`src/rtl/ddr2_init_pkg.sv`:
```
package ddr2_init_pkg;

  typedef enum logic [2:0] {
    CMD_NORMAL    = 3'd0,
    CMD_NOP       = 3'd1,
    CMD_PRECHARGE = 3'd2,
    CMD_MODE      = 3'd3,
    CMD_REFRESH   = 3'd4
  } dram_cmd_e;

  typedef enum logic [2:0] {ST_IDLE, ST_SET, ST_ACC, ST_WAIT, ST_DELAY} seq_state_e;

  localparam logic [3:0]  LAST_STEP   = 4'd8;
  localparam logic [31:0] OFF_DLL_ON  = 32'h0001_2000;
  localparam logic [31:0] OFF_DLL_RST = 32'h0000_0800;
  localparam logic [31:0] OFF_TAIL    = 32'h0000_0030;
  localparam logic [31:0] MODE_EXT_A  = 32'h0012_1c20;
  localparam logic [31:0] MODE_EXT_B  = 32'h0012_0020;

  // command code issued by each phase of the power-up order
  function automatic dram_cmd_e step_cmd(input logic [3:0] s);
    case (s)
      4'd0:             return CMD_NOP;
      4'd1, 4'd4:       return CMD_PRECHARGE;
      4'd2, 4'd3, 4'd6: return CMD_MODE;
      4'd5:             return CMD_REFRESH;
      default:          return CMD_NORMAL;
    endcase
  endfunction

  // final mode word: burst-length bit ORed with CAS and write-recovery terms
  function automatic logic [31:0] mode_word(input logic bl8, input logic [1:0] cas,
                                            input logic [1:0] wr);
    logic [31:0] c_t, w_t;
    case (cas)
      2'd0: c_t = 32'h150;
      2'd1: c_t = 32'h1d0;
      2'd2: c_t = 32'h250;
      default: c_t = 32'h2d0;
    endcase
    case (wr)
      2'd0: w_t = 32'h0000_1000;
      2'd1: w_t = 32'h0010_0000;
      2'd2: w_t = 32'h0010_1000;
      default: w_t = 32'h0000_2000;
    endcase
    return (bl8 ? 32'h8 : 32'h0) | c_t | w_t;
  endfunction

  function automatic logic [31:0] step_offset(input logic [3:0] s, input logic [31:0] mw);
    case (s)
      4'd2:    return OFF_DLL_ON;
      4'd3:    return OFF_DLL_RST;
      4'd6:    return mw;
      4'd8:    return OFF_TAIL;
      default: return 32'h0;
    endcase
  endfunction

  // offset of follow-up access number sub (1-based) relative to the target
  function automatic logic [31:0] extra_offset(input dram_cmd_e c, input logic [31:0] off,
                                               input logic [3:0] sub);
    if (c == CMD_MODE) begin
      if (off == OFF_DLL_ON) return OFF_DLL_RST;
      return (sub == 4'd1) ? MODE_EXT_A : MODE_EXT_B;
    end
    return 32'h0;
  endfunction

endpackage

```
`src/rtl/seq_timer.sv`:
```
module seq_timer #(
  parameter int W = 16
) (
  input  logic         clk,
  input  logic         rst_n,
  input  logic         load_i,
  input  logic [W-1:0] val_i,
  output logic         zero_o
);
  logic [W-1:0] cnt_q;

  always_ff @(posedge clk) begin
    if (!rst_n)                cnt_q <= '0;
    else if (load_i)           cnt_q <= val_i;
    else if (cnt_q != '0)      cnt_q <= cnt_q - 1'b1;
  end

  assign zero_o = (cnt_q == '0);
endmodule

```
`src/rtl/rank_pick.sv`:
```
module rank_pick #(
  parameter int NUM_RANKS = 4,
  parameter int FIELD_W   = 8,
  parameter int TW        = 3
) (
  input  logic [NUM_RANKS*FIELD_W-1:0] fields_i,
  input  logic [TW-1:0]                cur_i,
  output logic                         found_o,
  output logic [TW-1:0]                next_o,
  output logic [FIELD_W-1:0]           sel_o
);
  // target 0 is the base; target r+1 is rank r
  always_comb begin
    found_o = 1'b0;
    next_o  = '0;
    sel_o   = '0;
    for (int r = NUM_RANKS - 1; r >= 0; r--) begin
      if ((fields_i[r*FIELD_W +: FIELD_W] != '0) && (int'(cur_i) < r + 1)) begin
        found_o = 1'b1;
        next_o  = TW'(r + 1);
      end
      if (int'(cur_i) == r + 1) sel_o = fields_i[r*FIELD_W +: FIELD_W];
    end
  end
endmodule

```
`src/rtl/ddr2_pwrup_seq.sv`:
```
module ddr2_pwrup_seq
  import ddr2_init_pkg::*;
#(
  parameter int         NUM_RANKS  = 4,
  parameter int         FIELD_W    = 8,
  parameter int         ADDR_W     = 32,
  parameter int         RANK_SHIFT = 26,
  parameter int         CYC_PER_US = 100,
  parameter int         INIT_US    = 200,
  parameter int         GAP_US     = 100,
  parameter int         REF_BURST  = 8,
  parameter logic [7:0] REF_LOAD   = 8'h32
) (
  input  logic                         clk,
  input  logic                         rst_n,
  input  logic                         start_i,
  input  logic [NUM_RANKS*FIELD_W-1:0] rank_start_i,
  input  logic [1:0]                   cas_sel_i,
  input  logic [1:0]                   wr_sel_i,
  input  logic                         bl8_i,
  output logic [2:0]                   cmd_o,
  output logic                         acc_stb_o,
  output logic [ADDR_W-1:0]            acc_addr_o,
  output logic                         done_o,
  output logic [7:0]                   refresh_o
);
  localparam int INIT_CYC = INIT_US * CYC_PER_US;
  localparam int GAP_CYC  = GAP_US * CYC_PER_US;
  localparam int MAX_CYC  = (INIT_CYC > GAP_CYC) ? INIT_CYC : GAP_CYC;
  localparam int CNT_W    = $clog2(MAX_CYC + 1);
  localparam int TW       = $clog2(NUM_RANKS + 1);
  localparam int SUB_W    = 4;

  seq_state_e         state_q;
  logic [3:0]         step_q;
  logic [TW-1:0]      tgt_q;
  logic [SUB_W-1:0]   sub_q;
  dram_cmd_e          cmd_q;
  logic               done_q;
  logic [7:0]         ref_q;

  // named internal events
  dram_cmd_e          cur_cmd;
  logic [31:0]        mw, cur_off;
  logic [SUB_W-1:0]   n_ext;
  logic               more_sub, rank_found, step_end, seq_end, in_gap, wait_done;
  logic [TW-1:0]      rank_next;
  logic [FIELD_W-1:0] tgt_field;
  logic [ADDR_W-1:0]  tgt_base;
  logic               tmr_load, tmr_zero;
  logic [CNT_W-1:0]   tmr_val;

  assign cur_cmd = step_cmd(step_q);
  assign mw      = mode_word(bl8_i, cas_sel_i, wr_sel_i);
  assign cur_off = step_offset(step_q, mw);

  always_comb begin
    case (cur_cmd)
      CMD_MODE:    n_ext = (cur_off == OFF_DLL_ON) ? SUB_W'(1) : SUB_W'(2);
      CMD_REFRESH: n_ext = SUB_W'(REF_BURST);
      default:     n_ext = '0;
    endcase
  end

  rank_pick #(.NUM_RANKS(NUM_RANKS), .FIELD_W(FIELD_W), .TW(TW)) u_pick (
    .fields_i (rank_start_i),
    .cur_i    (tgt_q),
    .found_o  (rank_found),
    .next_o   (rank_next),
    .sel_o    (tgt_field)
  );

  assign more_sub  = (sub_q < n_ext);
  assign step_end  = !more_sub && !rank_found;
  assign seq_end   = step_end && (step_q == LAST_STEP);
  assign in_gap    = (cur_cmd == CMD_REFRESH) && (sub_q != '0);
  assign wait_done = (state_q == ST_WAIT) && tmr_zero;

  assign tmr_load = (state_q == ST_ACC) || (wait_done && step_end && (step_q == 4'd0));
  assign tmr_val  = (state_q == ST_ACC) ? (in_gap ? CNT_W'(GAP_CYC - 1) : '0)
                                        : CNT_W'(INIT_CYC - 1);

  seq_timer #(.W(CNT_W)) u_timer (
    .clk    (clk),
    .rst_n  (rst_n),
    .load_i (tmr_load),
    .val_i  (tmr_val),
    .zero_o (tmr_zero)
  );

  assign tgt_base   = ADDR_W'(tgt_field) << RANK_SHIFT;
  assign acc_addr_o = tgt_base + ADDR_W'((sub_q == '0) ? cur_off
                                         : extra_offset(cur_cmd, cur_off, sub_q));
  assign acc_stb_o  = (state_q == ST_ACC);
  assign cmd_o      = cmd_q;
  assign done_o     = done_q;
  assign refresh_o  = ref_q;

  always_ff @(posedge clk) begin
    if (!rst_n) begin
      state_q <= ST_IDLE;
      step_q  <= '0;
      tgt_q   <= '0;
      sub_q   <= '0;
      cmd_q   <= CMD_NORMAL;
      done_q  <= 1'b0;
      ref_q   <= '0;
    end else begin
      case (state_q)
        ST_IDLE: if (start_i) begin
          step_q  <= '0;
          tgt_q   <= '0;
          sub_q   <= '0;
          done_q  <= 1'b0;
          ref_q   <= '0;
          state_q <= ST_SET;
        end
        ST_SET: begin
          cmd_q   <= cur_cmd;
          state_q <= ST_ACC;
        end
        ST_ACC: state_q <= ST_WAIT;
        ST_WAIT: if (tmr_zero) begin
          if (more_sub) begin
            sub_q   <= sub_q + 1'b1;
            state_q <= ST_ACC;
          end else if (rank_found) begin
            tgt_q   <= rank_next;
            sub_q   <= '0;
            state_q <= ST_ACC;
          end else if (seq_end) begin
            done_q  <= 1'b1;
            ref_q   <= REF_LOAD;
            state_q <= ST_IDLE;
          end else begin
            step_q  <= step_q + 4'd1;
            tgt_q   <= '0;
            sub_q   <= '0;
            state_q <= (step_q == 4'd0) ? ST_DELAY : ST_SET;
          end
        end
        ST_DELAY: if (tmr_zero) state_q <= ST_SET;
        default: state_q <= ST_IDLE;
      endcase
    end
  end

  AST_CMD_HELD:    assert property (@(posedge clk) disable iff (!rst_n)
                     acc_stb_o |=> $stable(cmd_o));
  AST_STB_PULSE:   assert property (@(posedge clk) disable iff (!rst_n)
                     acc_stb_o |=> !acc_stb_o);
  AST_REF_GATED:   assert property (@(posedge clk) disable iff (!rst_n)
                     (refresh_o != 8'h00) |-> done_o);
  AST_REF_AT_DONE: assert property (@(posedge clk) disable iff (!rst_n)
                     $rose(done_o) |-> (refresh_o == REF_LOAD));
  AST_DONE_QUIET:  assert property (@(posedge clk) disable iff (!rst_n)
                     done_o |-> !acc_stb_o);
  AST_DONE_HOLD:   assert property (@(posedge clk) disable iff (!rst_n)
                     (done_o && !start_i) |=> done_o);
endmodule

```
`config.mk`:
```
export PLATFORM = sky130hd
export DESIGN_NAME = ddr2_pwrup_seq
export DESIGN_NICKNAME = d
export VERILOG_FILES = /design/src/rtl/ddr2_init_pkg.sv /design/src/rtl/seq_timer.sv /design/src/rtl/rank_pick.sv /design/src/rtl/ddr2_pwrup_seq.sv
export SDC_FILE = /design/constraint.sdc
export NUM_CORES = 1
export LEC_CHECK = 0
export ABC_CLOCK_PERIOD_IN_PS = 3900
export BUFFER_PORTS_ARGS = -buffer_cell sky130_fd_sc_hd__clkbuf_2
export CAP_MARGIN = 10
export CORE_AREA = 2 2 74 76
export CTS_CLUSTER_SIZE = 10
export DETAILED_ROUTE_END_ITERATION = 8
export DIE_AREA = 0 0 76 78
export GPL_ROUTABILITY_DRIVEN = 0
export PLACE_DENSITY = 0.78
export SLEW_MARGIN = 20
export SYNTH_ARGS = -nofsm -noshare
export SYNTH_HDL_FRONTEND = slang
export SYNTH_SLANG_ARGS = --single-unit
```
`constraint.sdc`:
```
create_clock -name clk -period 3.9 [get_ports clk]
set_input_delay 0.195 -clock clk [delete_from_list [all_inputs] [get_ports clk]]
set_output_delay 0.195 -clock clk [all_outputs]
set_load 0.05 [all_outputs]
```
== Word-level counts from Yosys, hierarchy flattened ==
Cells that the tools add are included.
Cells by class
  add/sub/neg operators: 4
  $lt $le $gt $ge: 5
  equal/unequal tests: 32
  muxes and demuxes: 69
  bitwise operators: 2
  reductions and logical operators: 34
Operators with widths (number)
  2-to-1 mux 32 bit: 5
  one-hot mux 32 bit (4 select lines): 1
  one-hot mux 21 bit (3 select lines): 1
  2-to-1 mux 3 bit: 16
  2-to-1 mux 15 bit: 3
  2-to-1 mux 4 bit: 10
  2-to-1 mux 8 bit: 5
  adder 32 bit: 1
  equality test 32 x 17 -> 1 bit (second input constant): 1
  bitwise OR 32 bit: 1
  bitwise OR 4 x 32 -> 32 bit: 1
  nonzero test 8 bit: 4
  one-hot mux 10 bit (3 select lines): 1
  2-to-1 mux 6 bit: 4
  one-hot mux 4 bit (2 select lines): 3
  one-hot mux 8 bit (2 select lines): 1
  equality test 3 bit (second input constant): 5
  logical NOT 15 bit: 1
  one-hot mux 3 bit (5 select lines): 1
  nonzero test 15 bit: 1
  subtractor 15 x 1 -> 15 bit (second input constant): 1
  2-to-1 mux 14 bit: 1
  != test 2 bit (second input constant): 7
  2-to-1 mux 13 bit: 1
  other kinds (34): 70
Storage, ports and cells
  flip-flop bits (word level): 41
  bits of input ports: 40

== Logic depth before layout (Yosys ltp) ==
Gate-level depths: netlist of the first run.
  word-level depth: 17
  mapped depth: 14
  gate-level depth less buffers: 13

== Modules after synthesis ==
From an unflattened synthesis of the first run, not the netlist that was laid out.
Unflattened totals
  cell total of the unflattened synthesis: 377
  area, all modules: 3081.7 um2
Modules (own cells, without submodules)
  ddr2_pwrup_seq: instances 1, cells an instance 221, area each 1830.5 um2
  seq_timer: instances 1, cells an instance 101, area each 853.3 um2
  rank_pick: instances 1, cells an instance 55, area each 397.9 um2

== Worst setup path before layout of the first run ==
Ideal clock, no wire load.
  path kind: register to output
  start: register sub_q[0]
  end: output acc_addr_o[12]
  arrival time: 2.932 ns
  required time: 3.705 ns
  path slack: 0.773 ns
  stages on the path, launching flop included: 8
  path buffers: 0
  cells stage by stage: dfxtp_1 -> inv_1 -> ha_1 -> and2_0 -> nand2_1 -> nor3_1 -> o21ai_0 -> o21ai_0
Between the ends
  word-level cells in the longest chain between the ends: 7
  elaborated cells on any way between the ends: 8
  classes of those cells: add/sub: 1; eq/ne: 1; mux: 5; reduce/logical: 1
Ends and longest elaborated chain
  from (decl): RTL line ddr2_pwrup_seq.sv:37  | logic [SUB_W-1:0] sub_q;
  from (signal assigned): RTL line ddr2_pwrup_seq.sv:125  | sub_q <= sub_q + 1'b1;
  equality test 4 x 1 -> 1 bit: RTL line ddr2_init_pkg.sv:65  | return (sub == 4'd1) ? MODE_EXT_A : MODE_EXT_B;
  2-to-1 mux 13 bit: RTL line ddr2_init_pkg.sv:65
  2-to-1 mux 32 bit: RTL line ddr2_init_pkg.sv:65
  2-to-1 mux 32 bit: RTL line ddr2_init_pkg.sv:63  | if (c == CMD_MODE) begin
  2-to-1 mux 32 bit: RTL line ddr2_init_pkg.sv:67  | return 32'h0;
  2-to-1 mux 32 bit *: RTL line ddr2_pwrup_seq.sv:92  | assign acc_addr_o = tgt_base + ADDR_W'((sub_q == '0) ? cur_off
  adder 32 bit *: RTL line ddr2_pwrup_seq.sv:92
  to (decl): RTL line ddr2_pwrup_seq.sv:23  | output logic [ADDR_W-1:0] acc_addr_o,
Mark *: on every way between the ends. The rest lies on a longest branch, timed or not. The select of a mux whose other input is x is not followed.

== Worst setup path after layout of the first run ==
  start: register step_q[2]
  end: register u_timer.cnt_q[3]
Between the ends
  word-level cells in the longest chain between the ends: 12
  elaborated cells on any way between the ends: 28
  classes of those cells: order compare: 1; eq/ne: 10; mux: 7; reduce/logical: 10
Ends and longest elaborated chain
  from (decl): RTL line ddr2_pwrup_seq.sv:35  | logic [3:0] step_q;
  from (signal assigned): RTL line ddr2_pwrup_seq.sv:136  | step_q <= step_q + 4'd1;
  equality test 4 bit, or another cell as far along: RTL line ddr2_init_pkg.sv:51  | case (s)
  one-hot mux 32 bit (4 select lines), or another cell as far along: RTL line ddr2_init_pkg.sv:51
  equality test 32 x 17 -> 1 bit / one-hot mux 3 bit (4 select lines) (equally long branches): RTL line ddr2_pwrup_seq.sv:59, ddr2_init_pkg.sv:22
  2-to-1 mux 2 bit, or another cell as far along: RTL line ddr2_pwrup_seq.sv:59  | CMD_MODE: n_ext = (cur_off == OFF_DLL_ON) ? SUB_W'(1) : SUB_W'(2);
  one-hot mux 4 bit (2 select lines): RTL line ddr2_pwrup_seq.sv:58  | case (cur_cmd)
  less-than comparator 4 bit: RTL line ddr2_pwrup_seq.sv:73  | assign more_sub = (sub_q < n_ext);
  logical NOT 1 bit: RTL line ddr2_pwrup_seq.sv:74  | assign step_end = !more_sub && !rank_found;
  logical AND 1 bit: RTL line ddr2_pwrup_seq.sv:74
  logical AND 1 bit (2 in a row): RTL line ddr2_pwrup_seq.sv:79  | assign tmr_load = (state_q == ST_ACC) || (wait_done && step_end && (step_q == 4'd0));
  logical OR 1 bit: RTL line ddr2_pwrup_seq.sv:79
  2-to-1 mux 15 bit / nonzero test 2 bit (equally long branches)
  to (signal assigned): RTL line seq_timer.sv:14  | else if (load_i) cnt_q <= val_i;
  to (signal assigned): RTL line seq_timer.sv:15  | else if (cnt_q != '0) cnt_q <= cnt_q - 1'b1;
  to (decl): RTL line seq_timer.sv:10  | logic [W-1:0] cnt_q;
Parallel ways exist; a longest one is shown, timed or not.
A chain may end at the register's enable or synchronous reset.

==> results of run 1 <==
[synth_stat cells, types with 6 or more instances]
| library cell | n |
|---|---|
| nand2_1 | 37 |
| dfxtp_1 | 33 |
| nor2_1 | 32 |
| a21oi_1 | 30 |
| buf_4 | 20 |
| inv_1 | 17 |
| nand3_1 | 14 |
| ha_1 | 13 |
| nor3_1 | 13 |
| o21ai_0 | 12 |
| nor4_1 | 10 |
| or3_1 | 10 |
| clkbuf_1 | 9 |
| mux2i_1 | 6 |
| xor2_1 | 6 |
[cell type report]
type,instances,area (µm²),area share [%]
multi-input combinational,274,1710,58.0
sequential,33,661,22.5
timing repair buffer,67,335,11.4
tap,70,87.6,2.98
clock buffer,5,68.8,2.34
inverter,17,63.8,2.17
clock inverter,3,17.5,0.596
[how the worst max path moves through the flow]
stage / from / endpoint
after floorplan: sub_q[0]$_SDFFE_PN0P_ / acc_addr_o[12]
after global placement: step_q[2]$_SDFFE_PN0P_ / u_timer.cnt_q[0]$_SDFFE_PN0P_
after detailed placement: step_q[2]$_SDFFE_PN0P_ / u_timer.cnt_q[3]$_SDFFE_PN0P_
after CTS: step_q[2]$_SDFFE_PN0P_ / u_timer.cnt_q[3]$_SDFFE_PN0P_
after global routing: step_q[2]$_SDFFE_PN0P_ / u_timer.cnt_q[2]$_SDFFE_PN0P_
final: step_q[2]$_SDFFE_PN0P_ / u_timer.cnt_q[3]$_SDFFE_PN0P_
[worst register-to-register path, stage by stage, from the launching register on]
cell and delay [ns]:
dfxtp_1 0.56, inv_1 0.21, or3_1 0.40, o21ai_0 0.08, nand2b_1 0.09, ha_1 0.28
o31ai_1 0.23, a31oi_1 0.10, o221a_4 0.32, a311o_1 0.39, nand2_1 0.21, a21oi_1 0.07
[flip-flops by register name, summed over array words and instances, names as in the netlist]
register	cells
u_timer.cnt_q	15
step_q	4
sub_q	4
cmd_o	3
state_q	3
tgt_q	3
refresh_o	1
[power by group through the flow]
stage          Clock, µW  Sequential (µW)  Combinational (µW)
5_1_grt              271              471                 642
6_report             253              463                 569
4_1_cts              259              462                 568
3_5_place_dp           0              469                 563
2_1_floorplan          0              465                 475
3_3_place_gp           0              468                 557
[routing by layer]
layer,up-vias,part of all wire [%]
met2,84,48
met5,-,0
met1,1188,45
met4,0,0.79
met3,6,6.5
li1,1291,-
[logic make-up (layout without fill, tap and decap cells)]
kind of cell | count (synthesis) | in the layout | share of synthesized area [%]
DFF | 33 | 33 | 25.8
AOI/OAI and AO/OA | 72 | 72 | 18.6
xor gates and xnor gates | 10 | 10 | 3.41
buffers and inverters | 48 | 92 | 10.0
adders and majority gates | 13 | 13 | 6.34
and+or+nand+nor | 155 | 155 | 32.9
other | 1 | 17 | 0.146
muxes | 7 | 7 | 2.78
[through the flow]
| stage | worst slack, ns | hold slack [ns] | util, % | instance area (µm²) | instances |
|---|---|---|---|---|---|
| 6_report | 0.856 | 0.376 | 58.3 | 2940 | 469 |
| 5_1_grt | 0.617 | 0.385 | 58.3 | 2940 | 469 |
| 4_1_cts | 0.863 | 0.367 | 58.3 | 2940 | 469 |
| 3_5_place_dp | 0.886 | 0.503 | 56.6 | 2850 | 461 |
| 3_3_place_gp | 0.966 | 0.482 | 56.6 | 2850 | 461 |
| 2_1_floorplan | 0.773 | 0.464 | - | 2630 | 355 |
==> impl_results.md, run 1 <==
* Instance count on the critical path at 11
* Synth Instances at approximately 340
* CTS tree: built
* Via Count at 2569
* Tot Pwr at about 1300 µW
* Final setup fails at 0
* Total Wirelength at 5820 µm
* Die footprint at 0.00593 mm²
* Average wire per standard cell at around 12 µm
* Row cnt at 26
* Fraction of layout cells with a size suffix above 1 at a little under a quarter
* Hold Crit Depth at 4
* Max-slew violations at 0
* Critical path arrival at 3.21 ns
* Synth warn at 0
* Vias in the first global route at around 2300
* Grt peak-use layer: met2
* Crit Path Max Fanout at 13
* Antenna Cells at 0
* Skew final at between 0.007 and 0.008 ns
* Top-area cell type share of the netlist area at 25.8%
* Congestion Overflow GR at 0
* Comb pwr share at 44.3%
* Vias/cell at 5.48
* Top Ports at 85
* Asr flop ratio synth at 0%
* Gr usage total at ~20%
* Fillcell total at roughly 480
* Top post-synthesis cells by area: dfxtp_1 26%, ha_1 6.3%, a21oi_1 5.9%
* Worst skew pair latency at slightly below 0.3 ns
* WHS Endpoint: refresh_o[4]$_SDFFE_PN0P_
* Unique masters post-synth at 54
* Total Nets Final at roughly 450
* Cell family with most CP delay: compound AO/OA/AOI/OAI gates
* Clk network pwr share at 19.7%
* LEAKAGE at 0.00128 µW
* M1 GR Usage at around a quarter
* Switching power at about 530 µW
* Switch share at roughly two fifths
* Max_slew headroom at about three fifths
* Most common cell after layout, fill and taps aside: clkbuf_2
* Least-Margin Pin Slew at 0.614 ns
* Synth Flop Type: dfxtp_1
* Dpl hpwl at ~4600 µm
* Final worst path period need at ~3.0 ns
* Worst-path cell chain: inv_1 -> or3_1 -> o21ai_0 -> nand2b_1 -> ha_1 -> o31ai_1 -> a31oi_1 -> o221a_4 -> a311o_1 -> nand2_1 -> a21oi_1
* Crit-path slowest cell: dfxtp_1
* Post-synth EDFFs at 0
* WP data required at around 4.1 ns
* Fin crit share at around 80%
* Met2 usage at about a third
* Post-cts sizing count at 0
* Total core area at between 0.005 and 0.006 mm²
* R2r setup slk at 0.86 ns
* H-tree depth at 2
* Sequential power share at ~36%
* Buf/Inv on CP at 1
* Initial antenna violation count at 0
* Pin count of the biggest net entering global routing at 28
* Max Fclk at between 300 and 400 MHz
* Clk root buf: clkbuf_8
* Detail Route Antenna Nets at 0
* Clock buffer count from CTS at 5
* Most frequent cells in the layout: 67 x clkbuf_2, 37 x nand2_1, 33 x dfxtp_1, 32 x nor2_1, 30 x a21oi_1
* Worst setup SP type: register
* Min-delay src: start_i
* Max clock buf depth at 2
* DRC Markers at 0
* Post-synthesis sequential area ratio at approximately 26%
* Starting Density at 50.9%
* Max cap viols at 0
* First-pass GRT wire length at 9910 µm
* Reg2reg end: u_timer.cnt_q[3]$_SDFFE_PN0P_
* Outcome: complete, no violations
* CP Capture Type: register
* # hold bufs at CTS at 0
* Int Power at about 760 µW
* Setup TNS at 0 ns
* P per Cell Area at around 440 mW/mm²
* DRT Pass-1 Iters at 4
* Hold Path Class: input port to register
* Average size of a mapped cell at ~7.6 µm²
* Clk sink count at 33
* First DRT Iteration DRCs at about 120
* Clk slew on worst S/H paths at approximately 0.07 ns
* Postcts setup bufs at 0
* CP Class: register to register
* Die Y-Extent at a little under 80 µm
* Final Hold Viols at 0
* Worst r2r src: step_q[2]$_SDFFE_PN0P_
* GR Layer Usage met3 at about 3.8%
* Peak supply drop at around 0.41 mV
* RSZ-0062 raised after global routing: no
* Mapped Area at 0.00256 mm²
* Area growth, synth to finish at 14.6%
* Die Wd at 76 µm
* Crit-path max cell delay at 0.56 ns
* Seq cells post-synth at 33
* Yosys top cell by area: dfxtp_1
* R2R cell count at 11
* Port bufs at 67
No activity file was read; power rests on OpenSTA's default activity.
==> inputs of run 2 (changes only) <==
--- a/config.mk
+++ b/config.mk
@@ -5,7 +5,7 @@
 export SDC_FILE = /design/constraint.sdc
 export NUM_CORES = 1
 export LEC_CHECK = 0
-export ABC_CLOCK_PERIOD_IN_PS = 3900
+export ABC_CLOCK_PERIOD_IN_PS = 3000
 export BUFFER_PORTS_ARGS = -buffer_cell sky130_fd_sc_hd__clkbuf_2
 export CAP_MARGIN = 10
 export CORE_AREA = 2 2 74 76
==> constraint.sdc (replaced) <==
create_clock -name clk -period 3 [get_ports clk]
set_input_delay 0.15 -clock clk [delete_from_list [all_inputs] [get_ports clk]]
set_output_delay 0.15 -clock clk [all_outputs]
set_load 0.05 [all_outputs]
==> impl_results.md, run 2 (same netlist as run 1, synthesis figures left out) <==
* Biggest register: u_timer.cnt_q
* Starting Density at 50.9%
* Final setup margin at around 0.086 ns
* First DRT Iteration DRCs at 151
* Min-delay src: start_i
* R2r setup slk at between 0.08 and 0.09 ns
* Congestion Overflow GR at 0
* WP data required at 3.18 ns
* Total Wirelength at slightly above 6000 µm
* Worst skew pair latency at 0.29 ns
* DRT Pass-1 Iters at 4
* Most common cell after layout, fill and taps aside: clkbuf_2
* Clock buffer count from CTS at 5
* Total core area at slightly above 0.005 mm²
* Port bufs at 67
* Place WS at 0.0622 ns
* Worst r2r src: step_q[1]$_SDFFE_PN0P_
* Hold Path Class: input port to register
* Largest register FFs at 15
* CTS tree: built
* LEAKAGE at 0.00133 µW
* Skew final at approximately 0.0053 ns
* Antenna Cells at 0
* Total Nets Final at 460
* Detail Route Antenna Nets at 0
* Average wire per standard cell at around 13 µm
* Fraction of layout cells with a size suffix above 1 at a little over a quarter
* Peak supply drop at between 0.4 and 0.5 mV
* P per Cell Area at 559 mW/mm²
* Die Wd at around 76 µm
* Most frequent cells in the layout: 67 x clkbuf_2, 36 x nand2_1, 32 x nor2_1, 31 x dfxtp_1, 30 x a21oi_1
* Max clock buf depth at 2
* Clk root buf: clkbuf_8
* Worst Setup SP: step_q[1]$_SDFFE_PN0P_
* Hold Crit Depth at 4
* Final Hold Viols at 0
* Critical path arrival at around 3.1 ns
* Clk sink count at 33
* Vias in the first global route at roughly 2300
* First-pass GRT wire length at ~10000 µm
* Max cap viols at 0
* Fin crit share at between 90% and 100%
* Cell Count, Final, Fillers Out at between 400 and 500
* Die footprint at between 0.005 and 0.006 mm²
* DRC Markers at 0
* Max Fclk at around 340 MHz
* Placed Instance Area at roughly 0.0029 mm²
* Initial antenna violation count at 0
* Pin count of the biggest net entering global routing at 28
* Via Count at 2631
* Vias/cell at roughly 5.5
* Tot Pwr at 1700 µW
* Worst setup SP type: register
* Outcome: complete, no violations
* Top Registers: u_timer.cnt_q: 15 flops, step_q: 4 flops, sub_q: 4 flops
* Area growth, synth to finish at 18.6%
* Least-Margin Pin Slew at about 0.66 ns
* DP Cell Count at roughly 470
* Gr usage total at a little over a fifth
* Max_slew headroom at between 50 and 60%
* Max-slew violations at 0
* Top Ports at between 80 and 90
* Final setup fails at 0
* Crit Path Max Fanout at 6
* CP Class: register to register
* Die Y-Extent at 78 µm
* H-tree depth at 2
* CP Capture Type: register
* Final worst path period need at ~2.9 ns
* R2R cell count at 11
* Row cnt at 26
* Post-route design area at just over 0.003 mm²
* Setup TNS at 0 ns
* Clk slew on worst S/H paths at ~0.070 ns
* Dpl hpwl at around 4700 µm
==> run 2: repair_timing <==
item                                    4_1_cts  5_1_grt
resized for setup                             0       13
endpoints found under the setup margin        0       15
hold buffers                                  0        0
setup buffers                                 0        2
endpoints found under the hold margin         0        0
==> run 2: stage by stage <==
step	hold slack (ns)	util [%]
2_1_floorplan	0.447	-
3_3_place_gp	0.479	57.7
3_5_place_dp	0.485	57.7
4_1_cts	0.326	59.4
5_1_grt	0.405	60.3
6_report	0.340	60.3
==> run 2: worst max-delay path, cell delays in order, from the launching register on <==
cell	delay, ns
dfxtp_4	0.37
inv_1	0.08
ha_4	0.18
or3_1	0.34
o21ai_1	0.09
nand2b_1	0.10
ha_1	0.27
o31ai_1	0.20
a31oi_1	0.11
o221a_4	0.35
a311o_1	0.43
o221a_2	0.29
==> run 2: where the power goes <==
part	internal, µW	total (µW)	switching [µW]
Sequential	517	603	86.8
Combinational	324	769	445
Clock	161	330	169
Total	1000	1700	701
==> run 2: worst paths after layout <==
kind / to
max: u_timer.cnt_q[0]$_SDFFE_PN0P_
min: refresh_o[4]$_SDFFE_PN0P_
max reg2reg: u_timer.cnt_q[0]$_SDFFE_PN0P_
min reg2reg: u_timer.cnt_q[14]$_SDFFE_PN0P_
==> run 2: routing by layer <==
metal / global-route usage [%] / wire (µm) / up-vias
li1: - / - / 1325
met1: 26.7 / 2730 / 1205
met2: 36.2 / 3000 / 89
met3: 5.23 / 365 / 12
met4: 5.64 / 73 / 0
met5: 0 / 0 / -
==> run 2: final cells by class <==
| class | instances | area [µm²] |
|---|---|---|
| Fill cell | 484 | 2000 |
| Multi-Input combinational cell | 274 | 1740 |
| Sequential cell | 33 | 668 |
| Timing Repair Buffer | 76 | 403 |
| Tap cell | 70 | 87.6 |
| Clock buffer | 6 | 72.6 |
| Inverter | 17 | 63.8 |
| Clock inverter | 2 | 10.0 |
==> inputs of run 3 (changes only) <==
--- a/config.mk
+++ b/config.mk
@@ -6,7 +6,7 @@
 export NUM_CORES = 1
 export LEC_CHECK = 0
 export ABC_CLOCK_PERIOD_IN_PS = 3000
-export BUFFER_PORTS_ARGS = -buffer_cell sky130_fd_sc_hd__clkbuf_2
+export BUFFER_PORTS_ARGS = -buffer_cell sky130_fd_sc_hd__buf_2
 export CAP_MARGIN = 10
 export CORE_AREA = 2 2 74 76
 export CTS_CLUSTER_SIZE = 10
==> impl_results.md, run 3 (same netlist as run 1, synthesis figures left out) <==
* Outcome: complete, no violations
* Clock buffer count from CTS at 5
* Most frequent cells in the layout: 67 x buf_2, 36 x nand2_1, 32 x nor2_1, 31 x dfxtp_1, 30 x a21oi_1
* Total core area at slightly above 0.005 mm²
* Average wire per standard cell at 13.1 µm
* Row cnt at 26
* Max-slew violations at 0
* DP Cell Count at between 400 and 500
* Vias/cell at about 5.6
* Die Y-Extent at 78 µm
* LEAKAGE at 0.00136 µW
* Starting Density at about 50%
* Largest register FFs at 15
* First DRT Iteration DRCs at between 100 and 150
* Peak supply drop at ~0.45 mV
* Cell Count, Final, Fillers Out at 477
* Final Hold Viols at 0
* Via Count at approximately 2700
* RSZ-0062 raised after global routing: no
* Max clock buf depth at 2
* Fillcell total at between 400 and 500
* Detail Route Antenna Nets at 0
* Min-delay src: rst_n
* Hold Path Class: input port to register
* Critical path arrival at 3.04 ns
* Final worst path period need at 2.87 ns
* Most common cell after layout, fill and taps aside: buf_2
* Top Registers: u_timer.cnt_q: 15 flops, step_q: 4 flops, sub_q: 4 flops
* Max_slew headroom at around 56%
* Pin count of the biggest net entering global routing at 28
* Fin crit share at 95.6%
* Initial antenna violation count at 0
* Fraction of layout cells with a size suffix above 1 at a little over a quarter
* H-tree depth at 2
* Crit-path most repeated cell: inv_2
* Crit-path max cell delay at 0.42 ns
* Top Ports at 85
* Congestion Overflow GR at 0
* Worst setup SP type: register
* Biggest register: u_timer.cnt_q
* Antenna Cells at 0
* Final setup fails at 0
* Clk root buf: clkbuf_8
* DRC Markers at 0
* Die footprint at about 0.0059 mm²
* Setup TNS at 0 ns
* Worst Setup SP: step_q[0]$_SDFFE_PN0P_
* WP data required at between 3 and 4 ns
* Total Wirelength at 6240 µm
* Clk slew on worst S/H paths at approximately 0.070 ns
* Clk sink count at 33
* CTS tree: built
* Skew final at ~0.0040 ns
* Register area at between 600 and 700 µm²
* Max cap viols at 0
* Port bufs at 67
* Die Wd at about 76 µm
* Gr usage total at 21.3%
* Crit-path slowest cell: a311o_1
* Vias in the first global route at 2415
* Max Fclk at 349 MHz
* Dpl hpwl at 4860 µm
* DRT Pass-1 Iters at 4
* Total Nets Final at about 460
* CP Capture Type: register
* Worst skew pair latency at 0.28 ns
* P per Cell Area at 590 mW/mm²
* First-pass GRT wire length at ~11000 µm
* Least-Margin Pin Slew at approximately 0.66 ns
* CP Class: register to register
* Worst-path cell chain: inv_2 -> ha_4 -> inv_2 -> or3_1 -> o21ai_1 -> nand2b_1 -> ha_1 -> o31ai_1 -> a31oi_1 -> o221a_4 -> a311o_1 -> o221a_2
* Multi-input gate area at around 0.0017 mm²
* Crit Path Max Fanout at 6
* Worst r2r src: step_q[0]$_SDFFE_PN0P_
* Area growth, synth to finish at 19.7%
==> run 3: power by group <==
part | total [µW] | leakage [µW] | switching, µW | internal, µW
Combinational | 772 | 0.00103 | 450 | 322
Clock | 430 | 0.0000585 | 160 | 271
Sequential | 608 | 0.000270 | 91.7 | 517
==> run 3: final timing paths <==
kind,end,slack [ns],cells after the start
hold / removal,state_q[0]$_SDFFE_PN0P_,0.34,2
hold reg to reg,cmd_o[1]$_SDFFE_PN0P_,0.51,2
setup / recovery,u_timer.cnt_q[0]$_SDFFE_PN0P_,0.13,12
setup reg to reg,u_timer.cnt_q[0]$_SDFFE_PN0P_,0.13,12
==> run 3: area by class of cell <==
| class | count | share of cell area (%) |
|---|---|---|
| inverters | 17 | 2.08 |
| repair buffers | 75 | 12.9 |
| multi-input cells | 274 | 56.6 |
| well taps | 70 | 2.85 |
| flip-flops and latches | 33 | 21.8 |
| clock buffers | 7 | 2.81 |
| clock inverters | 1 | 0.978 |
==> run 3: per-stage QoR <==
stage / power, µW / worst slack, ns / cell area [µm²] / utilization, % / hold WS, ns
after CTS: 1810 / 0.0423 / 3030 / 60.0 / 0.319
after global routing: 1940 / 0.0117 / 3070 / 60.9 / 0.356
after detailed placement: 1370 / 0.0503 / 2910 / 57.7 / 0.498
after floorplan: 1220 / 0.208 / 2630 / - / 0.447
final: 1810 / 0.132 / 3070 / 60.9 / 0.342
after global placement: 1350 / 0.163 / 2910 / 57.7 / 0.481
==> run 3: critical path: cells and delay by family, from the launching register on <==
kind | cells | cell delay [ns]
compound gates | 6 | 1.45
fa+ha+maj | 2 | 0.42
simple gates | 2 | 0.39
flops | 1 | 0.37
buf+inv | 2 | 0.13
==> run 3: layer usage <==
layer,vias up,share of wire [%],global-route usage (%)
met5,-,0,0
met1,1247,45,25.6
met3,8,5.1,4.53
met2,77,49,37.7
li1,1321,-,-
met4,0,0.85,7.82
==> run 3: timing repair <==
action | in CTS | in global routing
gates resized for setup | 0 | 13
endpoints found under the hold margin | 0 | 0
buffers inserted | 0 | 1
hold buffers | 0 | 0
setup endpoints to repair | 0 | 13
